**src/rtl/igate_pkg.sv**
```systemverilog
package igate_pkg;

  typedef enum logic [3:0] {
    KIND_FIXED   = 4'd0,
    KIND_LOWPRI  = 4'd1,
    KIND_EXTINT  = 4'd2,
    KIND_SMI     = 4'd3,
    KIND_NMI     = 4'd4,
    KIND_INIT    = 4'd5,
    KIND_STARTUP = 4'd6,
    KIND_RMTRD   = 4'd7,
    KIND_LPIN    = 4'd8
  } req_kind_e;

  localparam logic [31:0] ENTRY_RESET = 32'h0001_0000;
  localparam logic [31:0] SVR_RESET   = 32'h0000_00FF;

  // Bit positions inside a source entry
  localparam int ENT_MASK_BIT = 16;
  localparam int ENT_TRIG_BIT = 15;
  localparam int SVR_SWEN_BIT = 8;

  // Ordinary vectored kinds, refused when software enable is low
  function automatic logic kind_is_vectored(input logic [3:0] k);
    return (k == KIND_FIXED) || (k == KIND_LOWPRI) || (k == KIND_EXTINT);
  endfunction

  // System-class kinds, still taken when software enable is low
  function automatic logic kind_is_system(input logic [3:0] k);
    return (k >= KIND_SMI) && (k <= KIND_LPIN);
  endfunction

endpackage

```
**src/rtl/igate_svr_reg.sv**
```systemverilog
module igate_svr_reg
  import igate_pkg::*;
#(
  parameter int ADDR_W = 12,
  parameter logic [ADDR_W-1:0] OFFSET = 12'h0F0
) (
  input  logic              clk,
  input  logic              rst_n,
  input  logic              wr_en,
  input  logic [ADDR_W-1:0] addr,
  input  logic [31:0]       wdata,
  output logic [31:0]       rd_word,
  output logic              sw_en
);

  localparam int KEEP_W = SVR_SWEN_BIT + 1;

  logic              hit;
  logic              load;
  logic [KEEP_W-1:0] svr_q;
  logic [KEEP_W-1:0] svr_d;

  assign hit  = (addr == OFFSET);
  assign load = hit && wr_en;

  always_comb begin
    svr_d = svr_q;
    if (load) begin
      svr_d = wdata[KEEP_W-1:0];
    end
  end

  always_ff @(posedge clk or negedge rst_n) begin
    if (!rst_n) begin
      svr_q <= SVR_RESET[KEEP_W-1:0];
    end else begin
      svr_q <= svr_d;
    end
  end

  assign sw_en   = svr_q[SVR_SWEN_BIT];
  assign rd_word = hit ? {{(32-KEEP_W){1'b0}}, svr_q} : 32'd0;

  AST_SVR_STABLE: assert property (@(posedge clk) disable iff (!rst_n)
    !(wr_en && (addr == OFFSET)) |=> $stable(svr_q));

endmodule

```
**src/rtl/igate_src_entry.sv**
```systemverilog
module igate_src_entry
  import igate_pkg::*;
#(
  parameter int ADDR_W = 12,
  parameter logic [ADDR_W-1:0] OFFSET = 12'h320
) (
  input  logic              clk,
  input  logic              rst_n,
  input  logic              wr_en,
  input  logic [ADDR_W-1:0] addr,
  input  logic [31:0]       wdata,
  input  logic              sw_en,
  output logic [31:0]       rd_word,
  output logic              mask_eff
);

  logic       hit;
  logic       load;
  logic [7:0] vec_q, vec_d;
  logic [2:0] kind_q, kind_d;
  logic       trig_q, trig_d;
  logic       mask_q, mask_d;

  assign hit  = (addr == OFFSET);
  assign load = hit && wr_en;

  always_comb begin
    vec_d  = vec_q;
    kind_d = kind_q;
    trig_d = trig_q;
    mask_d = mask_q | ~sw_en;
    if (load) begin
      vec_d  = wdata[7:0];
      kind_d = wdata[10:8];
      trig_d = wdata[ENT_TRIG_BIT];
      mask_d = wdata[ENT_MASK_BIT] | ~sw_en;
    end
  end

  always_ff @(posedge clk or negedge rst_n) begin
    if (!rst_n) begin
      vec_q  <= ENTRY_RESET[7:0];
      kind_q <= ENTRY_RESET[10:8];
      trig_q <= ENTRY_RESET[ENT_TRIG_BIT];
      mask_q <= ENTRY_RESET[ENT_MASK_BIT];
    end else begin
      vec_q  <= vec_d;
      kind_q <= kind_d;
      trig_q <= trig_d;
      mask_q <= mask_d;
    end
  end

  assign mask_eff = mask_q | ~sw_en;
  assign rd_word  = hit ? {15'd0, mask_eff, trig_q, 4'd0, kind_q, vec_q} : 32'd0;

  AST_MASK_STICKS: assert property (@(posedge clk) disable iff (!rst_n)
    !sw_en |=> mask_q);

endmodule

```
**src/rtl/igate_accept.sv**
```systemverilog
module igate_accept
  import igate_pkg::*;
(
  input  logic       clk,
  input  logic       rst_n,
  input  logic       hw_en,
  input  logic       sw_en,
  input  logic       req_valid,
  input  logic [3:0] req_kind,
  output logic       req_accept,
  output logic       req_reject,
  output logic       hold_pending
);

  logic kind_ok;

  always_comb begin
    kind_ok = 1'b0;
    if (hw_en) begin
      if (sw_en) begin
        kind_ok = kind_is_vectored(req_kind) || kind_is_system(req_kind);
      end else begin
        kind_ok = kind_is_system(req_kind);
      end
    end
  end

  assign req_accept   = req_valid && kind_ok;
  assign req_reject   = req_valid && !kind_ok;
  assign hold_pending = ~sw_en;

  AST_HW_OFF_REFUSE: assert property (@(posedge clk) disable iff (!rst_n)
    !hw_en |-> !req_accept);
  AST_VECTORED_BLOCKED: assert property (@(posedge clk) disable iff (!rst_n)
    (!sw_en && req_valid && req_kind <= 4'd2) |-> req_reject);
  AST_ONE_ANSWER: assert property (@(posedge clk) disable iff (!rst_n)
    $countones({req_accept, req_reject}) == {1'b0, req_valid});

endmodule

```
**src/rtl/irq_accept_gate.sv**
```systemverilog
module irq_accept_gate
  import igate_pkg::*;
#(
  parameter int ADDR_W  = 12,
  parameter int NUM_SRC = 6,
  parameter logic [ADDR_W-1:0] SRC_BASE   = 12'h320,
  parameter logic [ADDR_W-1:0] SVR_OFFSET = 12'h0F0
) (
  input  logic               clk,
  input  logic               rst_n,
  input  logic               hw_en,
  input  logic               reg_wr,
  input  logic [ADDR_W-1:0]  reg_addr,
  input  logic [31:0]        reg_wdata,
  output logic [31:0]        reg_rdata,
  input  logic               req_valid,
  input  logic [3:0]         req_kind,
  output logic               req_accept,
  output logic               req_reject,
  output logic               hold_pending,
  output logic [NUM_SRC-1:0] lvt_mask
);

  localparam int STRIDE_SH = 4;

  logic        sw_en;
  logic [31:0] svr_word;
  logic [31:0] src_word [NUM_SRC];

  igate_svr_reg #(
    .ADDR_W (ADDR_W),
    .OFFSET (SVR_OFFSET)
  ) u_svr (
    .clk     (clk),
    .rst_n   (rst_n),
    .wr_en   (reg_wr),
    .addr    (reg_addr),
    .wdata   (reg_wdata),
    .rd_word (svr_word),
    .sw_en   (sw_en)
  );

  for (genvar g = 0; g < NUM_SRC; g++) begin : g_src
    localparam logic [ADDR_W-1:0] OFF = SRC_BASE + (ADDR_W'(g) << STRIDE_SH);
    igate_src_entry #(
      .ADDR_W (ADDR_W),
      .OFFSET (OFF)
    ) u_entry (
      .clk      (clk),
      .rst_n    (rst_n),
      .wr_en    (reg_wr),
      .addr     (reg_addr),
      .wdata    (reg_wdata),
      .sw_en    (sw_en),
      .rd_word  (src_word[g]),
      .mask_eff (lvt_mask[g])
    );
  end

  always_comb begin
    reg_rdata = svr_word;
    for (int i = 0; i < NUM_SRC; i++) begin
      reg_rdata = reg_rdata | src_word[i];
    end
  end

  igate_accept u_accept (
    .clk          (clk),
    .rst_n        (rst_n),
    .hw_en        (hw_en),
    .sw_en        (sw_en),
    .req_valid    (req_valid),
    .req_kind     (req_kind),
    .req_accept   (req_accept),
    .req_reject   (req_reject),
    .hold_pending (hold_pending)
  );

  AST_SW_OFF_ALL_MASKED: assert property (@(posedge clk) disable iff (!rst_n)
    hold_pending |-> (&lvt_mask));
  AST_HOLD_FOLLOWS_SVR: assert property (@(posedge clk) disable iff (!rst_n)
    (reg_wr && reg_addr == SVR_OFFSET) |=> (hold_pending == !$past(reg_wdata[SVR_SWEN_BIT])));

endmodule

```
**config.mk**
```make
export PLATFORM = sky130hd
export DESIGN_NAME = irq_accept_gate
export DESIGN_NICKNAME = d
export VERILOG_FILES = /design/src/rtl/igate_pkg.sv /design/src/rtl/igate_svr_reg.sv /design/src/rtl/igate_src_entry.sv /design/src/rtl/igate_accept.sv /design/src/rtl/irq_accept_gate.sv
export SDC_FILE = /design/constraint.sdc
export NUM_CORES = 1
export LEC_CHECK = 0
export ABC_AREA = 1
export BUFFER_PORTS_ARGS = -buffer_cell sky130_fd_sc_hd__buf_2
export CORE_ASPECT_RATIO = 0.5
export CORE_MARGIN = 2
export CORE_UTILIZATION = 53
export DETAILED_ROUTE_END_ITERATION = 16
export GPL_TIMING_DRIVEN = 0
export PLACE_DENSITY = 0.78
export SYNTH_ARGS = -nofsm -noshare
export SYNTH_HDL_FRONTEND = slang
export SYNTH_SLANG_ARGS = --single-unit
export TNS_END_PERCENT = 5
```
**constraint.sdc**
```tcl
create_clock -name clk -period 1.96 [get_ports clk]
set_input_delay 0.098 -clock clk [delete_from_list [all_inputs] [get_ports clk]]
set_output_delay 0.098 -clock clk [all_outputs]
set_load 0.005 [all_outputs]
```
==> results.yml, run 1 <==
global_route:
  grt_pass1_vias: 4123
  grt_max_degree: 49
  grt_pass1_wl_um: 21200
  grt-ovfl-total: 0
  grt_usage: 0.272
  antenna_found_initial: 0
logic_synthesis:
  yosysTopAreaCellShare: 0.362
  synth-simple-area-share: 0.342
  syn_avg_cell_area_um2: 8.00
  async_flop_share: 1.00
  synth_most_common_cell: "nand2_1"
  synthAdderAreaFrac: 0
  syn_inst: 630
  synth_area_leaders: "dfrtp_1 (36%), nand2_1 (14%), nand3_1 (7.4%), dfstp_2 (7.3%), o21ai_2 (5.2%)"
  synth.area.mux_share: 0
  synth_xor_area_frac: 0
  synth_ff_type: "dfrtp_1"
  ys_ff_latch: 87
  synth_edf_count: 0
  synth-compound-area-share: 0.115
  yosys-top-cells-count: "nand2_1 (187), nand3_1 (75), dfrtp_1 (73)"
  synth_cell_types: 29
  ys_seq_area_frac: 0.435
  syn_area_um2: 5040
  yosysWarningCount: 0
  synth_area_leader_cell: "dfrtp_1"
  synth_top_family_by_area: "simple AND/OR/NAND/NOR gates"
cts:
  path_clk_slew_ns: 0.06
  clockBufferDepth: 2
  cts_buffers: 9
  cts_resized: 0
  clk_latency_ns: 0.34
  root_buffer: "clkbuf_16"
  cts_tree: "done"
  htreeDepth: 3
  post_cts_buffers: 0
  cts.sinks: 87
setup_path:
  reg2regPathDepth: 5
  path_class: "reg2out"
  cp.required_ns: 1.86
  crit_start: "u_svr.svr_q[8]$_DFFE_PN0P_"
  rr_endpoint: "g_src[0].u_entry.mask_q$_DFF_PN1_"
  reg2reg_slack_ns: 0.66
  cp_slowest_stage_delay_ns: 0.40
  crit_path_frequent_cell: "nand2_1"
  endpoint: "reg_rdata[16]"
  worstPathMaxFanout: 10
  path_cells: "clkinv_1 > or2_2 > nand3_1 > nand2_1 > nor2_1 > nand2_1 > buf_2"
  slowest_stage: "or2_2"
  reg2reg_from: "u_svr.svr_q[8]$_DFFE_PN0P_"
  startpoint_type: "flip-flop"
  arrival_ns: 1.76
  end_kind: "output port"
min_path:
  hold_path_class: "in2reg"
detailed_routing:
  wl_per_cell_um: 15.8
  route.detailed.drc: 0
  vias_per_cell: 5.33
  drtAntennaViolNets: 0
  routed_wl_um: 13300
  first_pass_iters: 5
  drt_iter0_markers: 319
  via_count: 4491
timing:
  drv_slew: 0
  period_minus_slack_ns: 1.86
  fin_setup_tns_ns: 0
  tightest_slew_ns: 0.552
  grt_setup_unrepaired: "false"
  setup_ws_ns: 0.103
  fmax_mhz: 538
  finalSetupViolations: 0
  skew_ns: 0.00211
  post-route-period-util: 0.948
  relSlewSlack: 0.632
  hold_viol_final: 0
power:
  p_per_area_nw_per_um2: 672
  ir_drop_uv: 488
  p_leak_uw: 0.00332
placement:
  dp.final_hpwl_um: 9640
  io_buffers: 55
  pre_cts_slack_ns: 0.290
  gp_congestion: 0.957
floorplanning:
  die_area_um2: 10400
  io_pins: 94
  core_area_um2: 9350
  rows: 25
  fp.dieW_um: 142
  initial_core_util: 0.539
  die_h_um: 73.0
cells_and_area:
  area_delta_synth_final_pct: 16.6
  drive_gt1_frac: 0.302
  n_fill_cell: 807
  fin_util: 0.628
  final_nets: 769
  diodes: 0
flow_run:
  maxCapViolCount: 0
outcome:
  status: "complete, no violations"
-- worst min-delay path by stage --
| stage | start | endpoint | slack [ns] | cells after the start |
|---|---|---|---|---|
| 2_1_floorplan | rst_n | g_src[0].u_entry.kind_q[0]$_DFFE_PN0P_ | -0.20 | 0 |
| 3_3_place_gp | reg_wdata[5] | u_svr.svr_q[5]$_DFFE_PN1P_ | 0.39 | 3 |
| 3_5_place_dp | rst_n | g_src[3].u_entry.trig_q$_DFFE_PN0P_ | 0.12 | 1 |
| 4_1_cts | reg_wdata[5] | u_svr.svr_q[5]$_DFFE_PN1P_ | 0.03 | 3 |
| 5_1_grt | reg_wdata[9] | g_src[2].u_entry.kind_q[1]$_DFFE_PN0P_ | 0.03 | 3 |
| 6_report | reg_wdata[5] | u_svr.svr_q[5]$_DFFE_PN1P_ | 0.04 | 3 |
-- worst max-delay path: cells and delay by family, from the launching register on --
kind	cells	cell delay (ns)
buffers and inverters	2	0.37
DFF	1	0.35
and+or+nand+nor	5	0.70
-- routing by layer --
| metal | share of wire | track usage | wire, µm | vias to the layer above |
|---|---|---|---|---|
| li1 | - | - | - | 2156 |
| met1 | 0.44 | 0.377 | 5910 | 2105 |
| met2 | 0.44 | 0.409 | 5820 | 204 |
| met5 | 0 | 0 | 0 | - |
| met3 | 0.11 | 0.0906 | 1410 | 26 |
| met4 | 0.015 | 0.0844 | 203 | 0 |
-- cell families (layout without fill, tap and decap cells) --
group | Yosys count | in the layout
AOI/OAI and AO/OA | 93 | 93
DFF | 87 | 87
other | 1 | 19
buffers and inverters | 95 | 168
and+or+nand+nor | 354 | 354
-- where the power goes --
group / internal (µW) / switching [µW]
Clock: 1020 / 712
Sequential: 1840 / 7.29
Combinational: 141 / 232
-- metrics by stage --
step | power (µW) | cells | instance area [µm²] | hold slack (ns)
6_report | 3950 | 842 | 5870 | 0.0407
2_1_floorplan | 2080 | 648 | 5110 | -0.198
3_5_place_dp | 2240 | 825 | 5560 | 0.118
4_1_cts | 3960 | 842 | 5870 | 0.0253
5_1_grt | 4070 | 842 | 5870 | 0.0335
3_3_place_gp | 2230 | 824 | 5530 | 0.387
-- placed cells by master, fill, tap and decap left out, types with 4 or more instances in the layout --
cell type  synthesis  routed
nor2_2             4       4
buf_2             10      64
dfrtp_1           73      73
nand3_1           75      75
o21ai_2           30      30
inv_2              6       6
dfstp_2           14      14
nor2_8             4       4
nor2_1            41      41
nor2_4            12      12
inv_1             35      35
conb_1             1      19
clkbuf_16          0       9
nand2_2           18      18
buf_6              8       8
nand2_1          187     187
o21ai_0           39      39
buf_4             29      30
o21ai_1           22      22
or2_2              5       5
clkbuf_1           5       6
-- state kept, by name, indices dropped and copies added (netlist names) --
register	cells
g_src.u_entry.vec_q	48
g_src.u_entry.kind_q	18
u_svr.svr_q	9
g_src.u_entry.mask_q	6
g_src.u_entry.trig_q	6
-- area by class of cell --
| cell class | count | area [µm²] | share of cell area |
|---|---|---|---|
| Buffer | 53 | 380 | 0.0647 |
| Clock buffer | 11 | 243 | 0.0413 |
| Clock inverter | 5 | 57.6 | 0.00980 |
| Sequential cell | 87 | 2190 | 0.374 |
| Timing Repair Buffer | 57 | 315 | 0.0537 |
| Tap cell | 121 | 151 | 0.0258 |
| Multi-Input combinational cell | 466 | 2370 | 0.404 |
| Inverter | 42 | 158 | 0.0268 |
-- what timing repair did --
item | CTS | global route
hold endpoints to repair | 33 | 0
endpoints found under the setup margin | 0 | 0
hold buffers | 1 | 0
Note: power is estimated with default switching activity, not from simulation.
==> inputs of run 2 (changes only) <==
==> constraint.sdc (replaced) <==
create_clock -name clk -period 1.96 [get_ports clk]
set_input_delay 0.098 -clock clk [delete_from_list [all_inputs] [get_ports clk]]
set_output_delay 0.098 -clock clk [all_outputs]
set_load 0.01 [all_outputs]
==> run 2 against run 1 <==
Via count unchanged. Final area about the same. Sequential power about the same. Sequential share of layout area about the same. First-iteration DRC count unchanged. Cell count unchanged. Wire length unchanged. Die area unchanged.
==> results.yml, run 2 (synthesis gave the netlist of run 1 again) <==
outcome:
  status: "complete, no violations"
setup_path:
  arrival_ns: 1.72
  path_class: "reg2out"
  cp_slowest_stage_delay_ns: 0.39
  path_cells: "clkinvlp_4 > or2_2 > nand3_1 > nand2_1 > nor2_1 > nand2_1 > buf_2"
  crit_path_frequent_cell: "nand2_1"
  startpoint_type: "flip-flop"
  worstPathMaxFanout: 10
  cp.required_ns: 1.86
  end_kind: "output port"
  crit_start: "u_svr.svr_q[8]$_DFFE_PN0P_"
  slowest_stage: "dfrtp_1"
  reg2regPathDepth: 5
  reg2reg_from: "u_svr.svr_q[8]$_DFFE_PN0P_"
cts:
  cts_tree: "done"
  path_clk_slew_ns: 0.06
  cts_buffers: 9
  clockBufferDepth: 2
  clk_latency_ns: 0.34
  cts.sinks: 87
  htreeDepth: 3
  post_cts_buffers: 0
  root_buffer: "clkbuf_16"
timing:
  skew_ns: 0.00211
  fmax_mhz: 549
  tightest_slew_ns: 0.552
  period_minus_slack_ns: 1.82
  finalSetupViolations: 0
  post-route-period-util: 0.929
  hold_viol_final: 0
  relSlewSlack: 0.632
  fin_setup_tns_ns: 0
  drv_slew: 0
  grt_setup_unrepaired: "false"
cells_and_area:
  final_nets: 769
  regArea_um2: 2190
  fin_util: 0.628
  multi_input_area_um2: 2370
  finalInstanceArea_um2: 5880
  final_common_cell: "nand2_1"
  diodes: 0
  top_register: "g_src.u_entry.vec_q"
  final_cell_mix: "nand2_1 (187), nand3_1 (75), dfrtp_1 (73)"
  largest_register_ffs: 48
  area_delta_synth_final_pct: 16.6
  reg_top3: "g_src.u_entry.vec_q x48, g_src.u_entry.kind_q x18, u_svr.svr_q x9"
  drive_gt1_frac: 0.304
  n_fill_cell: 806
placement:
  dp.final_hpwl_um: 9640
  io_buffers: 55
  placed_area_um2: 5560
  gp_congestion: 0.957
detailed_routing:
  drtAntennaViolNets: 0
  routed_wl_um: 13300
  drt_iter0_markers: 319
  wl_per_cell_um: 15.8
  via_count: 4491
  route.detailed.drc: 0
  first_pass_iters: 5
  vias_per_cell: 5.33
power:
  p_leak_uw: 0.00331
  ir_drop_uv: 488
  p_per_area_nw_per_um2: 675
floorplanning:
  io_pins: 94
  die_area_um2: 10400
  rows: 25
  core_area_um2: 9350
  initial_core_util: 0.539
  fp.dieW_um: 142
  die_h_um: 73.0
global_route:
  grt-ovfl-total: 0
  grt_pass1_wl_um: 21200
  antenna_found_initial: 0
  grt_usage: 0.272
  grt_pass1_vias: 4123
  grt_max_degree: 49
min_path:
  hold_path_class: "in2reg"
  whs_path_depth: 3
  hold_start: "reg_wdata[5]"
flow_run:
  maxCapViolCount: 0
==> run 2: report_power, final <==
part | internal (µW) | total (µW) | switching [µW]
combinational | 142 | 390 | 248
sequential | 1840 | 1840 | 7.37
clock | 1020 | 1730 | 712
total | 3000 | 3970 | 967
==> run 2: layout make-up <==
type                    count  share of cell area
plain buffers              53              0.0647
clock buffers              11              0.0413
clock inverters             5             0.00979
inverters                  42              0.0275
multi-input cells         466               0.404
flip-flops and latches     87               0.373
well taps                 121              0.0258
repair buffers             57              0.0536
==> run 2: critical path: cells and delay by family (launching register included) <==
family	cells	cell delay (ns)
buf+inv	2	0.33
flops	1	0.39
simple gates	5	0.65
==> run 2: routing by layer <==
metal,wire length (µm),global-route usage
met5,0,0
met2,5820,0.409
met1,5910,0.377
met3,1410,0.0906
met4,203,0.0844
==> run 2: worst paths after layout <==
kind                                                       endpoint  slack, ns
worst min register to register           u_svr.svr_q[2]$_DFFE_PN1P_       0.48
min in group asynchronous       g_src[3].u_entry.trig_q$_DFFE_PN0P_       0.28
worst min-delay path                     u_svr.svr_q[5]$_DFFE_PN1P_       0.04
max in group asynchronous                u_svr.svr_q[3]$_DFFE_PN1P_       1.00
worst max-delay path                                  reg_rdata[16]       0.14
worst max register to register    g_src[0].u_entry.mask_q$_DFF_PN1_       0.71
==> run 2: through the flow <==
stage	instances	power (µW)	worst slack, ns	hold slack, ns
final	842	3970	0.138	0.0407
after CTS	842	3980	0.0741	0.0253
after global placement	824	2250	0.0490	0.387
after floorplan	648	2100	0.667	-0.198
after global routing	842	4090	0.0557	0.0335
after detailed placement	825	2260	0.290	0.118
==> run 2: what timing repair did <==
action | CTS | global route
hold endpoints to repair | 33 | 0
resized for setup | 0 | 1
hold buffers | 1 | 0
endpoints found under the setup margin | 0 | 1
